===== config.mk =====
export PLATFORM = sky130hd
export DESIGN_NAME = irq_stat_mask
export DESIGN_NICKNAME = d
export VERILOG_FILES = /design/src/rtl/irq_stat_mask_pkg.sv /design/src/rtl/irq_stat_mask_decode.sv /design/src/rtl/irq_stat_mask_status.sv /design/src/rtl/irq_stat_mask_mask.sv /design/src/rtl/irq_stat_mask.sv
export SDC_FILE = /design/constraint.sdc
export NUM_CORES = 1
export LEC_CHECK = 0
export ABC_AREA = 1
export BUFFER_PORTS_ARGS = -buffer_cell sky130_fd_sc_hd__buf_2
export CORE_ASPECT_RATIO = 1.25
export CORE_MARGIN = 2
export CORE_UTILIZATION = 28
export CTS_CLUSTER_DIAMETER = 30
export DETAILED_ROUTE_END_ITERATION = 6
export PLACE_DENSITY = 0.82
export SLEW_MARGIN = 30
export SYNTH_ARGS = -nofsm -noshare
export SYNTH_HDL_FRONTEND = slang
export SYNTH_SLANG_ARGS = --single-unit

===== constraint.sdc =====
create_clock -name clk -period 1.7 [get_ports clk]
set_input_delay 0.255 -clock clk [delete_from_list [all_inputs] [get_ports clk]]
set_output_delay 0.255 -clock clk [all_outputs]
set_load 0.02 [all_outputs]

===== src/rtl/irq_stat_mask_pkg.sv =====
// Shared offsets and read-select encoding for the interrupt register group.
// Assumes byte addressing with 32-bit words.
package irq_stat_mask_pkg;
    localparam int DATA_W      = 32;
    localparam int STRB_W      = DATA_W / 8;
    localparam int OFF_STATUS  = 'h0;
    localparam int OFF_MASK    = 'h4;
    localparam int OFF_UNMASK  = 'h8;
    localparam int OFF_MASKSET = 'hC;

    typedef enum logic [1:0] {
        SEL_STATUS = 2'd0,
        SEL_MASK   = 2'd1,
        SEL_ZERO   = 2'd2
    } rd_sel_e;
endpackage


===== src/rtl/irq_stat_mask_decode.sv =====
// Address decode: turns a qualified bus write into one per-register strobe
// and picks the read source. Assumes at most one access per cycle.
module irq_stat_mask_decode
    import irq_stat_mask_pkg::*;
#(
    parameter int ADDR_W = 8
) (
    input  logic              wr_en,
    input  logic [ADDR_W-1:0] addr,
    input  logic [STRB_W-1:0] wr_strb,
    output logic              we_status,
    output logic              we_unmask,
    output logic              we_maskset,
    output rd_sel_e           rd_sel
);
    logic aligned;
    logic wr_ok;

    // Qualify writes: word aligned and every byte lane enabled.
    always_comb begin
        aligned    = (addr[1:0] == 2'b00);
        wr_ok      = wr_en && aligned && (&wr_strb);
        we_status  = wr_ok && (addr == ADDR_W'(OFF_STATUS));
        we_unmask  = wr_ok && (addr == ADDR_W'(OFF_UNMASK));
        we_maskset = wr_ok && (addr == ADDR_W'(OFF_MASKSET));
    end

    // Select read source; stateless and unknown offsets give zero.
    always_comb begin
        if (addr == ADDR_W'(OFF_STATUS))    rd_sel = SEL_STATUS;
        else if (addr == ADDR_W'(OFF_MASK)) rd_sel = SEL_MASK;
        else                                rd_sel = SEL_ZERO;
    end
endmodule


===== src/rtl/irq_stat_mask_status.sv =====
// Pending-status bits: set by hardware events, cleared by writing ones.
// An event in the same cycle as a clear keeps the bit set.
module irq_stat_mask_status #(
    parameter int SRC_W = 1
) (
    input  logic             clk,
    input  logic             rst_n,
    input  logic [SRC_W-1:0] hw_event,
    input  logic             we,
    input  logic [SRC_W-1:0] wdata,
    output logic [SRC_W-1:0] status
);
    for (genvar g = 0; g < SRC_W; g++) begin : g_bit
        // One pending flag per source; event has priority over clear.
        always_ff @(posedge clk) begin
            if (!rst_n)            status[g] <= 1'b0;
            else if (hw_event[g])  status[g] <= 1'b1;
            else if (we && wdata[g]) status[g] <= 1'b0;
        end
    end
endmodule


===== src/rtl/irq_stat_mask_mask.sv =====
// Mask bits, reachable only through the unmask and mask-set strobes.
// Resets with every source masked.
module irq_stat_mask_mask #(
    parameter int SRC_W = 1
) (
    input  logic             clk,
    input  logic             rst_n,
    input  logic             we_unmask,
    input  logic             we_maskset,
    input  logic [SRC_W-1:0] wdata,
    output logic [SRC_W-1:0] mask
);
    // Apply set-ones or clear-ones updates from the strobe registers.
    always_ff @(posedge clk) begin
        if (!rst_n)          mask <= '1;
        else if (we_maskset) mask <= mask | wdata;
        else if (we_unmask)  mask <= mask & ~wdata;
    end
endmodule


===== src/rtl/irq_stat_mask.sv =====
// Top of the single-source interrupt register group. Drives a registered
// level interrupt from status AND NOT mask and serves registered reads.
// Assumes SRC_W <= 32 and ADDR_W >= 4.
module irq_stat_mask
    import irq_stat_mask_pkg::*;
#(
    parameter int ADDR_W = 8,
    parameter int SRC_W  = 1
) (
    input  logic              clk,
    input  logic              rst_n,
    input  logic              wr_en,
    input  logic              rd_en,
    input  logic [ADDR_W-1:0] addr,
    input  logic [DATA_W-1:0] wr_data,
    input  logic [STRB_W-1:0] wr_strb,
    output logic [DATA_W-1:0] rd_data,
    input  logic [SRC_W-1:0]  hw_event,
    output logic              irq_o
);
    localparam int PAD_W = DATA_W - SRC_W;

    logic             we_status;
    logic             we_unmask;
    logic             we_maskset;
    rd_sel_e          rd_sel;
    logic [SRC_W-1:0] status_q;
    logic [SRC_W-1:0] mask_q;
    logic [SRC_W-1:0] wsrc;

    assign wsrc = wr_data[SRC_W-1:0];

    if (PAD_W > 0) begin : g_pad
        logic unused_hi;
        assign unused_hi = ^wr_data[DATA_W-1:SRC_W];
    end

    irq_stat_mask_decode #(.ADDR_W(ADDR_W)) u_dec (
        .wr_en      (wr_en),
        .addr       (addr),
        .wr_strb    (wr_strb),
        .we_status  (we_status),
        .we_unmask  (we_unmask),
        .we_maskset (we_maskset),
        .rd_sel     (rd_sel)
    );

    irq_stat_mask_status #(.SRC_W(SRC_W)) u_stat (
        .clk      (clk),
        .rst_n    (rst_n),
        .hw_event (hw_event),
        .we       (we_status),
        .wdata    (wsrc),
        .status   (status_q)
    );

    irq_stat_mask_mask #(.SRC_W(SRC_W)) u_mask (
        .clk        (clk),
        .rst_n      (rst_n),
        .we_unmask  (we_unmask),
        .we_maskset (we_maskset),
        .wdata      (wsrc),
        .mask       (mask_q)
    );

    // Register the interrupt level from unmasked pending bits.
    always_ff @(posedge clk) begin
        if (!rst_n) irq_o <= 1'b0;
        else        irq_o <= |(status_q & ~mask_q);
    end

    // Load read data on a read request, zero-extended to the word.
    always_ff @(posedge clk) begin
        if (!rst_n) rd_data <= '0;
        else if (rd_en) begin
            case (rd_sel)
                SEL_STATUS: rd_data <= DATA_W'(status_q);
                SEL_MASK:   rd_data <= DATA_W'(mask_q);
                default:    rd_data <= '0;
            endcase
        end
    end
endmodule


==> summary.txt <==
GRT Util Overall -> 6.76%
Min-Delay Path Class -> in -> reg
WL/cell -> 6.69 um
CP endpoint kind -> output port
H-tree levels -> 1
Synthesis warning total -> 0
Clock Latency Late Sink -> 240 ps
Final Hold Violating Endpoints -> 0
IO Port Bufs -> 19
Via/cell ratio -> 3.56
Synth Register Bits -> 4
CTS buffer count -> 3
Detailed router's first-iteration violation count -> 3
# setup viols final -> 0
Core area -> 1560 um2
Post-synthesis mux area share -> 0%
Data required, critical path -> 1440 ps
Area growth syn-to-layout -> 4.27%
WP depth -> 1
Global-route wire length before repair -> 910 um
Hold path cells -> 3
Buf/Inv on CP -> 1
Switching part of the total -> 37.8%
Row count -> 16
Fillers -> 184
Dpl ws -> 611 ps
Crit path cell chain -> buf_2
Unrepaired setup endpoints after global routing -> false
Number of global-route vias before repair -> 305
Net Sw Power -> 0.000120 W
HP Start -> hw_event
Cell family with most CP delay -> flip-flops
CP max stage delay -> 310 ps
Antenna cell count -> 0
Xor and xnor fraction of the mapped netlist area -> 0%
Yosys top cell area share -> 49.6%
Simple-Gate Fraction of Synth Area -> 27.5%
R2R depth -> 6
Clock Sinks -> 4
Pre-Repair DR Iteration Count -> 4
Count of cell types in the netlist -> 10
CTS tree -> done
Internal Power -> 0.000198 W
Critical-path top delay cell -> dfxtp_1
Die height -> 49.8 um
DRT antenna net count -> 0
Antenna violations before repair -> 0
Max VDD drop -> 0.155 mV
Outcome -> finished, final reports clean
Sequential area share after synthesis -> 17.1%
DPL Wire Length -> 666 um
Die W -> 40.6 um
Starting Density -> 30.0%
Setup Skew -> 2.83 ps
Total gr overflow -> 0
Worst Setup SP -> rd_data[0]$_SDFFE_PN0P_
Clock slew at reported path FFs -> 40 ps
Hold_buf cts -> 0
Min Tclk post-route -> 956 ps
Main combinational cell family by area after synthesis -> buffers and inverters
Cts repair resizes -> 0
Maxcap violations -> 0
Static Leak -> 0.312 nW
Power Dens Cells -> 650 nW/um2
Drt drc -> 0
Nets -> 145
Cell Area, Synth -> 469 um2
Detailed-route via count -> 399
Post-synthesis adder-cell area fraction -> 0%
Critical Path Fanout Max -> 2
Post-Synthesis Cells -> 73
Setup repair bufs after CTS -> 0
Comb power frac -> 31.7%
Reg power frac -> 31.2%
Final WL -> 749 um
Synth Area in Compound Gates -> 1.07%
Share of cells above drive strength 1 -> 25.5%
Clock Path Buffers -> 2
IO Count -> 82
Critical Path Start Type -> flop
Placer congestion estimate -> 0.677
Final worst slack -> 744 ps
Crit path DAT -> 700 ps
DIE AREA -> 2020 um2
Pins Over Slew Limit -> 0
Root buf cell -> clkbuf_4
Critical path class -> reg -> out
Fin crit share -> 56.2%
Synth top area cells -> buf_4 (50%), dfxtp_1 (17%), nand2_1 (11%)
Synth area leader -> buf_4
Mean area per synthesized cell -> 6.43 um2
Largest net degree at the start of global routing -> 5
Clock Power Share -> 37.0%
Fmax -> 1.05 GHz
Final setup TNS -> 0 ps
-- path summary, 6_finish.rpt --
kind | slack, ps | end
max | 740 | rd_data[0]
min | 210 | u_stat.status$_SDFFE_PN0P_
max reg2reg | 900 | rd_data[0]$_SDFFE_PN0P_
min reg2reg | 460 | irq_o$_SDFF_PN0_
-- cell usage after synthesis --
cell type / n
nand3_1: 5
buf_4: 31
nor2_1: 9
o21ai_0: 1
nor3_1: 1
nand2_1: 14
inv_1: 5
dfxtp_1: 4
nor2_2: 2
conb_1: 1
-- cells by family (layout without fill, tap and decap cells) --
group / after synthesis / count (layout)
compound gates: 1 / 1
other cells: 1 / 31
simple gates: 31 / 31
flops: 4 / 4
buf+inv: 36 / 27
-- placed cells by master (no fill, tap or decap) --
master	instances
buf_2	19
nand2_1	14
o21ai_0	1
inv_1	5
nor3_1	1
dfxtp_1	4
nor2_2	2
nor2_1	9
conb_1	31
nand3_1	5
clkbuf_4	3
-- power by group through the flow --
stage | Combinational, W | Clock, W | Sequential, W
after detailed placement | 0.0000995 | 0 | 0.000101
after floorplan | 0.000128 | 0 | 0.000102
after global routing | 0.000111 | 0.000126 | 0.0000997
final | 0.000101 | 0.000118 | 0.0000992
after global placement | 0.0000984 | 0 | 0.000101
after CTS | 0.0000996 | 0.000122 | 0.0000992
-- routing by layer --
| layer | routed length (um) | GRT usage [%] | vias to the layer above | share of wire, % |
|---|---|---|---|---|
| li1 | - | - | 201 | - |
| met1 | 225 | 4.16 | 158 | 30 |
| met5 | 0 | 0 | - | 0 |
| met4 | 16 | 6.67 | 0 | 2.1 |
| met2 | 386 | 13.0 | 38 | 52 |
| met3 | 121 | 1.35 | 2 | 16 |
-- worst register-to-register path: cells and delay by family (launching register included) --
family / cells / cell delay [ps]
flops: 1 / 360
simple gates: 6 / 380
-- stage by stage --
stage	area, um2	hold WS (ps)	utilization [%]	power [W]	instances
3_5_place_dp	467	451	29.9	0.000200	109
6_report	489	207	31.3	0.000318	112
3_3_place_gp	467	436	29.9	0.000199	109
4_1_cts	489	205	31.3	0.000321	112
2_1_floorplan	582	339	-	0.000230	103
5_1_grt	489	230	31.3	0.000337	112
-- cell type report --
class / count / area, um2 / area share (%)
repair buffers: 19 / 95.1 / 19.4
clock buffers: 3 / 22.5 / 4.60
flip-flops and latches: 4 / 80.1 / 16.4
well taps: 18 / 22.5 / 4.60
multi-input cells: 63 / 250 / 51.2
inverters: 5 / 18.8 / 3.84
(Power assumes the default switching activity.)
